### src/rtl/cadc_pkg.sv
package cadc_pkg;

  localparam logic [1:0] DIG_POS = 2'b01;
  localparam logic [1:0] DIG_NEG = 2'b11;

  typedef enum logic [1:0] {
    SER_IDLE  = 2'd0,
    SER_FETCH = 2'd1,
    SER_SHIFT = 2'd2
  } ser_st_t;

  // Ternary decision code to a signed 2-bit value; reserved code maps to zero.
  function automatic logic signed [1:0] dig_value(input logic [1:0] code);
    case (code)
      DIG_POS: return 2'sd1;
      DIG_NEG: return -2'sd1;
      default: return 2'sd0;
    endcase
  endfunction

endpackage

### src/rtl/cadc_seq.sv
module cadc_seq #(
  parameter int NSTEP = 8,
  parameter int NCNV  = 2,
  localparam int SW   = (NSTEP > 1) ? $clog2(NSTEP) : 1,
  localparam int CW   = (NCNV > 1) ? $clog2(NCNV) : 1
) (
  input  logic             clk,
  input  logic             rst,
  input  logic             adv,
  output logic [CW-1:0]    ptr,
  output logic             first,
  output logic             last,
  output logic [NSTEP-1:0] step_oh
);

  logic [SW-1:0]    cnt_q   [NCNV];
  logic [SW-1:0]    cnt_nxt [NCNV];
  logic [CW-1:0]    ptr_q, ptr_nxt;
  logic [NSTEP-1:0] oh_q;

  always_comb begin
    ptr_nxt = ptr_q;
    if (adv) ptr_nxt = (ptr_q == CW'(NCNV - 1)) ? '0 : ptr_q + 1'b1;
  end

  for (genvar c = 0; c < NCNV; c++) begin : g_cnt
    always_comb begin
      cnt_nxt[c] = cnt_q[c];
      if (adv && ptr_q == CW'(c))
        cnt_nxt[c] = (cnt_q[c] == SW'(NSTEP - 1)) ? '0 : cnt_q[c] + 1'b1;
    end

    always_ff @(posedge clk) begin
      if (rst) cnt_q[c] <= '0;
      else     cnt_q[c] <= cnt_nxt[c];
    end
  end

  always_ff @(posedge clk) begin
    if (rst) begin
      ptr_q <= '0;
      oh_q  <= NSTEP'(1);
    end else begin
      ptr_q <= ptr_nxt;
      oh_q  <= NSTEP'(1) << cnt_nxt[ptr_nxt];
    end
  end

  assign ptr     = ptr_q;
  assign first   = (cnt_q[ptr_q] == '0);
  assign last    = (cnt_q[ptr_q] == SW'(NSTEP - 1));
  assign step_oh = oh_q;

endmodule

### src/rtl/cadc_acc.sv
module cadc_acc #(
  parameter int NSTEP  = 8,
  parameter int OUT_W  = 8,
  parameter int OFFSET = 128
) (
  input  logic             clk,
  input  logic             rst,
  input  logic             en,
  input  logic             first,
  input  logic             last,
  input  logic [1:0]       digit,
  output logic             fin,
  output logic [OUT_W-1:0] fin_code
);
  import cadc_pkg::*;

  localparam int AW    = NSTEP + 2;
  localparam int SUM_W = NSTEP + 3;
  localparam int MAXV  = (1 << OUT_W) - 1;

  logic signed [AW-1:0]    acc_q, nxt;
  logic signed [SUM_W-1:0] sum;
  logic signed [1:0]       dv;

  always_comb begin
    dv  = dig_value(digit);
    nxt = ((first ? AW'(0) : acc_q) <<< 1) + {{(AW-2){dv[1]}}, dv};
    sum = {nxt[AW-1], nxt} + SUM_W'(OFFSET);
    if (sum[SUM_W-1])                 fin_code = '0;
    else if (sum > SUM_W'(MAXV))      fin_code = OUT_W'(MAXV);
    else                              fin_code = sum[OUT_W-1:0];
    fin = en && last;
  end

  always_ff @(posedge clk) begin
    if (rst)          acc_q <= '0;
    else if (en)      acc_q <= last ? '0 : nxt;
  end

endmodule

### src/rtl/cadc_fifo.sv
module cadc_fifo #(
  parameter int W     = 9,
  parameter int DEPTH = 4,
  localparam int AW   = (DEPTH > 1) ? $clog2(DEPTH) : 1
) (
  input  logic         clk,
  input  logic         rst,
  input  logic         push,
  input  logic [W-1:0] din,
  input  logic         pop,
  output logic [W-1:0] dout,
  output logic         full,
  output logic         empty
);

  logic [W-1:0]  mem [DEPTH];
  logic [AW-1:0] wp_q, rp_q;
  logic [AW:0]   cnt_q;
  logic [W-1:0]  dout_q;
  logic          do_push, do_pop;

  assign full    = (cnt_q == (AW+1)'(DEPTH));
  assign empty   = (cnt_q == '0);
  assign do_push = push && !full;
  assign do_pop  = pop && !empty;

  always_ff @(posedge clk) begin
    if (do_push) mem[wp_q] <= din;
    if (do_pop)  dout_q    <= mem[rp_q];
  end

  always_ff @(posedge clk) begin
    if (rst) begin
      wp_q  <= '0;
      rp_q  <= '0;
      cnt_q <= '0;
    end else begin
      if (do_push) wp_q <= (wp_q == AW'(DEPTH - 1)) ? '0 : wp_q + 1'b1;
      if (do_pop)  rp_q <= (rp_q == AW'(DEPTH - 1)) ? '0 : rp_q + 1'b1;
      cnt_q <= cnt_q + (AW+1)'(do_push) - (AW+1)'(do_pop);
    end
  end

  assign dout = dout_q;

endmodule

### src/rtl/cadc_ser.sv
module cadc_ser #(
  parameter int DW   = 8,
  parameter int TW   = 1,
  parameter int LANE = 2,
  localparam int BEATS = DW / LANE,
  localparam int BW    = (BEATS > 1) ? $clog2(BEATS) : 1
) (
  input  logic            clk,
  input  logic            rst,
  input  logic            q_empty,
  input  logic [TW+DW-1:0] q_data,
  output logic            q_pop,
  output logic            ser_vld,
  output logic [TW-1:0]   ser_tag,
  output logic [LANE-1:0] ser_dat
);
  import cadc_pkg::*;

  ser_st_t       st_q;
  logic [DW-1:0] sh_q;
  logic [TW-1:0] tag_q;
  logic [BW-1:0] beat_q;
  logic          end_beat;

  assign end_beat = (beat_q == '0);

  always_comb begin
    q_pop = 1'b0;
    if (st_q == SER_IDLE && !q_empty)                 q_pop = 1'b1;
    if (st_q == SER_SHIFT && end_beat && !q_empty)    q_pop = 1'b1;
  end

  always_ff @(posedge clk) begin
    if (rst) begin
      st_q   <= SER_IDLE;
      sh_q   <= '0;
      tag_q  <= '0;
      beat_q <= '0;
    end else begin
      case (st_q)
        SER_IDLE:  if (q_pop) st_q <= SER_FETCH;
        SER_FETCH: begin
          sh_q   <= q_data[DW-1:0];
          tag_q  <= q_data[TW+DW-1:DW];
          beat_q <= BW'(BEATS - 1);
          st_q   <= SER_SHIFT;
        end
        SER_SHIFT: begin
          sh_q <= sh_q << LANE;
          if (end_beat) st_q <= q_pop ? SER_FETCH : SER_IDLE;
          else          beat_q <= beat_q - 1'b1;
        end
        default: st_q <= SER_IDLE;
      endcase
    end
  end

  assign ser_vld = (st_q == SER_SHIFT);
  assign ser_tag = tag_q;
  assign ser_dat = sh_q[DW-1 -: LANE];

endmodule

### src/rtl/cadc_corr.sv
module cadc_corr #(
  parameter int NSTEP      = 8,
  parameter int NCNV       = 2,
  parameter int OUT_W      = 8,
  parameter int OFFSET     = 128,
  parameter int FIFO_DEPTH = 4,
  parameter int LANE       = 2,
  localparam int CW        = (NCNV > 1) ? $clog2(NCNV) : 1
) (
  input  logic             clk,
  input  logic             rst,
  input  logic             digit_vld,
  input  logic [1:0]       digit,
  output logic [CW-1:0]    stg_cnv,
  output logic [NSTEP-1:0] stg_step,
  output logic             res_vld,
  output logic [CW-1:0]    res_cnv,
  output logic [OUT_W-1:0] res_code,
  output logic             ser_vld,
  output logic [CW-1:0]    ser_tag,
  output logic [LANE-1:0]  ser_dat
);

  logic [CW-1:0]    ptr;
  logic             first, last;
  logic [NCNV-1:0]  fin;
  logic [OUT_W-1:0] fin_code [NCNV];
  logic             any_fin;
  logic [CW-1:0]    fin_idx;
  logic [OUT_W-1:0] fin_sel;
  logic             res_vld_q;
  logic [CW-1:0]    res_cnv_q;
  logic [OUT_W-1:0] res_code_q;
  logic             fifo_push, fifo_full, fifo_empty, fifo_pop;
  logic [CW+OUT_W-1:0] fifo_dout;

  cadc_seq #(.NSTEP(NSTEP), .NCNV(NCNV)) u_seq (
    .clk     (clk),
    .rst     (rst),
    .adv     (digit_vld),
    .ptr     (ptr),
    .first   (first),
    .last    (last),
    .step_oh (stg_step)
  );

  for (genvar c = 0; c < NCNV; c++) begin : g_cnv
    cadc_acc #(.NSTEP(NSTEP), .OUT_W(OUT_W), .OFFSET(OFFSET)) u_acc (
      .clk      (clk),
      .rst      (rst),
      .en       (digit_vld && ptr == CW'(c)),
      .first    (first),
      .last     (last),
      .digit    (digit),
      .fin      (fin[c]),
      .fin_code (fin_code[c])
    );
  end

  always_comb begin
    any_fin = 1'b0;
    fin_idx = '0;
    fin_sel = '0;
    for (int c = 0; c < NCNV; c++) begin
      if (fin[c]) begin
        any_fin = 1'b1;
        fin_idx = CW'(c);
        fin_sel = fin_code[c];
      end
    end
  end

  always_ff @(posedge clk) begin
    if (rst) begin
      res_vld_q  <= 1'b0;
      res_cnv_q  <= '0;
      res_code_q <= '0;
    end else begin
      res_vld_q <= any_fin;
      if (any_fin) begin
        res_cnv_q  <= fin_idx;
        res_code_q <= fin_sel;
      end
    end
  end

  assign stg_cnv   = ptr;
  assign res_vld   = res_vld_q;
  assign res_cnv   = res_cnv_q;
  assign res_code  = res_code_q;
  assign fifo_push = res_vld_q;

  cadc_fifo #(.W(CW + OUT_W), .DEPTH(FIFO_DEPTH)) u_fifo (
    .clk   (clk),
    .rst   (rst),
    .push  (fifo_push),
    .din   ({res_cnv_q, res_code_q}),
    .pop   (fifo_pop),
    .dout  (fifo_dout),
    .full  (fifo_full),
    .empty (fifo_empty)
  );

  cadc_ser #(.DW(OUT_W), .TW(CW), .LANE(LANE)) u_ser (
    .clk     (clk),
    .rst     (rst),
    .q_empty (fifo_empty),
    .q_data  (fifo_dout),
    .q_pop   (fifo_pop),
    .ser_vld (ser_vld),
    .ser_tag (ser_tag),
    .ser_dat (ser_dat)
  );

endmodule

### config.mk
export PLATFORM = sky130hd
export DESIGN_NAME = cadc_corr
export DESIGN_NICKNAME = d
export VERILOG_FILES = /design/src/rtl/cadc_pkg.sv /design/src/rtl/cadc_seq.sv /design/src/rtl/cadc_acc.sv /design/src/rtl/cadc_fifo.sv /design/src/rtl/cadc_ser.sv /design/src/rtl/cadc_corr.sv
export SDC_FILE = /design/constraint.sdc
export NUM_CORES = 1
export LEC_CHECK = 0
export BUFFER_PORTS_ARGS = -buffer_cell sky130_fd_sc_hd__buf_4
export CELL_PAD_IN_SITES_DETAIL_PLACEMENT = 1
export CELL_PAD_IN_SITES_GLOBAL_PLACEMENT = 1
export CORE_ASPECT_RATIO = 1.5
export CORE_MARGIN = 5
export CORE_UTILIZATION = 45
export CTS_CLUSTER_SIZE = 24
export DETAILED_ROUTE_END_ITERATION = 8
export PLACE_DENSITY_LB_ADDON = 0.1
export SYNTH_ARGS = -nofsm -noshare
export SYNTH_HDL_FRONTEND = slang
export SYNTH_HIERARCHICAL = 1
export SYNTH_SLANG_ARGS = --single-unit
### constraint.sdc
create_clock -name clk -period 4.8 [get_ports clk]
set_input_delay 0.72 -clock clk [delete_from_list [all_inputs] [get_ports clk]]
set_output_delay 0.72 -clock clk [all_outputs]
set_load 0.005 [all_outputs]
==> summary.txt <==
Clock network
  • Reg clk slew, reported paths: 80 ps
  • CTS tree: done
  • Root Driver: clkbuf_16
  • Hold_buf cts: 0
  • CTS buffer count: 9
  • H-tree Lvls: 3
  • CTS sink count: 108
  • Clk Latency, worst-skew pair: 350 ps
  • CTS max path bufs: 2

Drt
  • DRT antenna net count: 0
  • Vias per cell: 5.992
  • 1st-iter DRT viols: 266
  • Final wirelength: 15.39 mm
  • WL/cell: 19.68 um
  • Drc violations: 0
  • First-pass iteration count of the detailed router: 4
  • Via Count: 4,686

Critical path
  • Worst r2r dst: res_code[3]
  • Worst setup SP type: flip-flop
  • FF-to-FF setup slack: 130 ps
  • Setup crit end: res_code[3]
  • CP startpoint: u_seq/ptr
  • CP endpoint kind: flip-flop
  • Reg2reg path depth: 18
  • Largest fanout on the critical path: 7
  • Worst Path Arrival: 4910 ps
  • Worst EP required: 5040 ps
  • RR Startpoint: u_seq/ptr
  • Type of the worst setup path: flip-flop to flip-flop

Pwr
  • Share of total power in the clock network: 36.6%
  • Logic pwr share: 16.0%
  • PD cells: 291.1 mW/mm2
  • Psw: 0.5769 mW
  • Pleak: 2.629 nW
  • Cell-internal power: 1.469 mW
  • Switch share: 28.19%
  • Peak VDD IR: 147.6 uV
  • Sequential share of power: 47.4%

Place
  • DP Wirelength: 11.12 mm
  • Buffers on Ports: 27
  • Routability congestion estimate: 0.8437
  • Placement Setup Slack: -280.7 ps

STA
  • Setup violators final: 0
  • Rel. slew slack: 52.13%
  • Post-layout min period: 4672 ps
  • Slew Limit Fails: 0
  • Final WS setup: 128.4 ps
  • RSZ-0062 raised after global routing: true
  • Fmax: 0.2141 GHz
  • Final hold violations: 0
  • Setup Skew: 10.24 ps
  • Tcrit/Tclk final: 97.33%
  • Min Hold Slack: 458.5 ps
  • Worst Max-Slew Pin Slew: 717.1 ps

GRT
  • M1 GR Usage: 20.95%
  • GRT Resource Usage Total: 19.08%
  • Met2 Usage GRT: 36.99%
  • Global-route wire length before repair: 25.43 mm
  • Top Usage Layer GRT: met2
  • Initial antenna violation count: 0
  • Largest net degree at the start of global routing: 63
  • Vias in the first global route: 4,976
  • Congestion Overflow GR: 0
  • Met3 usage: 2.585%

Floorplanning
  • DIE HEIGHT: 154.3 um
  • Num ports: 28
  • Initial Util: 45.95%
  • Die W: 106.2 um
  • Die area: 0.01639 mm2
  • Core footprint: 0.01360 mm2
  • Rows: 52

Cells and area
  • FILL cells: 1,508
  • Area Growth Syn to Fin: 12.49%
  • Ant. Diodes: 0
  • Share of layout cells above drive strength 1: 20.81%
  • Layout Nets: 655

Worst hold path
  • Tightest Hold Check Type: flip-flop to flip-flop

Job
  • Max-cap violations: 0

Logic synthesis
  • Ys Warns: 6
  • Post-Synthesis Cell Area: 0.006248 mm2
  • Post-synth net total: 630
  • Post-Synthesis Cells: 590
  • Mapped Avg Cell Area: 10.59 um2

Run status
  • Status: finished, final reports clean
-- per-stage QoR --
step	utilization, %	total power, mW	cells	TNS [ps]	cell area (um2)
2_1_floorplan	-	1.199	590	0	6248
3_5_place_dp	48.10	1.272	760	-1462	6540
3_3_place_gp	48.10	1.264	760	-1089	6540
6_report	51.69	2.046	782	0	7029
5_1_grt	51.69	2.140	782	-91.93	7029
4_1_cts	50.70	2.037	779	-1.268	6894
-- routing by layer --
layer | wire, um | vias up | part of all wire [%]
li1 | - | 2239 | -
met4 | 324 | 0 | 2.1
met1 | 6035 | 2360 | 39
met2 | 8712 | 65 | 57
met5 | 0 | - | 0
met3 | 321 | 22 | 2.1
-- area by class of cell --
class	instances	area, um2	area share, %
well taps	162	202.7	2.884
clock buffers	9	225.2	3.204
inverters	32	125.1	1.780
clock inverters	7	82.58	1.175
multi-input cells	420	3447	49.04
flip-flops and latches	108	2613	37.17
repair buffers	44	334.1	4.753
-- how the worst min path moves through the flow --
stage / start / cells past startpoint / slack (ps) / end
3_3_place_gp: g_cnv[0].u_acc/acc_q[0] / 2 / 450 / g_cnv[0].u_acc/acc_q[0]
3_5_place_dp: g_cnv[0].u_acc/acc_q[0] / 2 / 450 / g_cnv[0].u_acc/acc_q[0]
4_1_cts: g_cnv[0].u_acc/acc_q[0] / 2 / 470 / g_cnv[0].u_acc/acc_q[0]
2_1_floorplan: g_cnv[0].u_acc/acc_q[0] / 2 / 440 / g_cnv[0].u_acc/acc_q[0]
5_1_grt: g_cnv[0].u_acc/acc_q[0] / 2 / 480 / g_cnv[0].u_acc/acc_q[0]
6_report: g_cnv[0].u_acc/acc_q[0] / 2 / 460 / g_cnv[0].u_acc/acc_q[0]
-- critical path, stage by stage, from the launching register on --
cell	delay, ps
dfxtp_1	320
buf_4	160
or4_4	540
o41ai_4	100
nor2b_1	110
ha_2	210
a22o_1	220
a221o_1	390
a211oi_2	290
mux2i_1	140
or2_1	260
ha_1	290
nand2b_2	170
a211oi_1	70
a221oi_2	400
nand4_4	200
a22oi_1	210
mux2i_1	110
a211oi_1	340
-- state kept, by name, summed over array words and instances, names as in the netlist, 2 cells and up --
name               flops
u_fifo/mem            36
g_cnv.u_acc/acc_q     18
u_fifo/dout            9
res_code               8
u_seq/step_oh          8
u_ser/sh_q             8
u_seq/cnt_q            6
u_fifo/cnt_q           3
u_fifo/rp_q            2
u_fifo/wp_q            2
u_ser/beat_q           2
u_ser/st_q             2
-- cell usage in the layout (no fill, tap or decap), drive strengths merged, types with 4 or more instances in the layout --
| master | instances |
|---|---|
| a211oi | 25 |
| a21o | 7 |
| a21oi | 27 |
| a22oi | 11 |
| a311oi | 7 |
| a31oi | 4 |
| and2 | 8 |
| and3 | 8 |
| buf | 44 |
| clkbuf | 9 |
| dfxtp | 63 |
| edfxtp | 45 |
| ha | 34 |
| inv | 35 |
| mux2i | 34 |
| mux4 | 9 |
| nand2 | 20 |
| nand2b | 10 |
| nand3 | 7 |
| nand3b | 6 |
| nand4 | 4 |
| nor2 | 51 |
| nor2b | 33 |
| nor3 | 16 |
| nor4 | 4 |
| nor4b | 5 |
| o21ai | 13 |
| o31ai | 4 |
| or3 | 6 |
| xnor2 | 11 |
| xor2 | 4 |
-- what timing repair did --
item                       CTS  global route
setup endpoints to repair    8             8
pin swaps                    2             7
gates resized for setup      5            23
buffers inserted             3             3
-- power by group through the flow --
stage | logic, mW | clock network [mW] | registers [mW]
final | 0.327 | 0.749 | 0.970
after global routing | 0.356 | 0.813 | 0.972
after global placement | 0.274 | 0 | 0.990
after CTS | 0.298 | 0.770 | 0.969
after floorplan | 0.209 | 0 | 0.990
after detailed placement | 0.282 | 0 | 0.990
(Power assumes the default switching activity.)
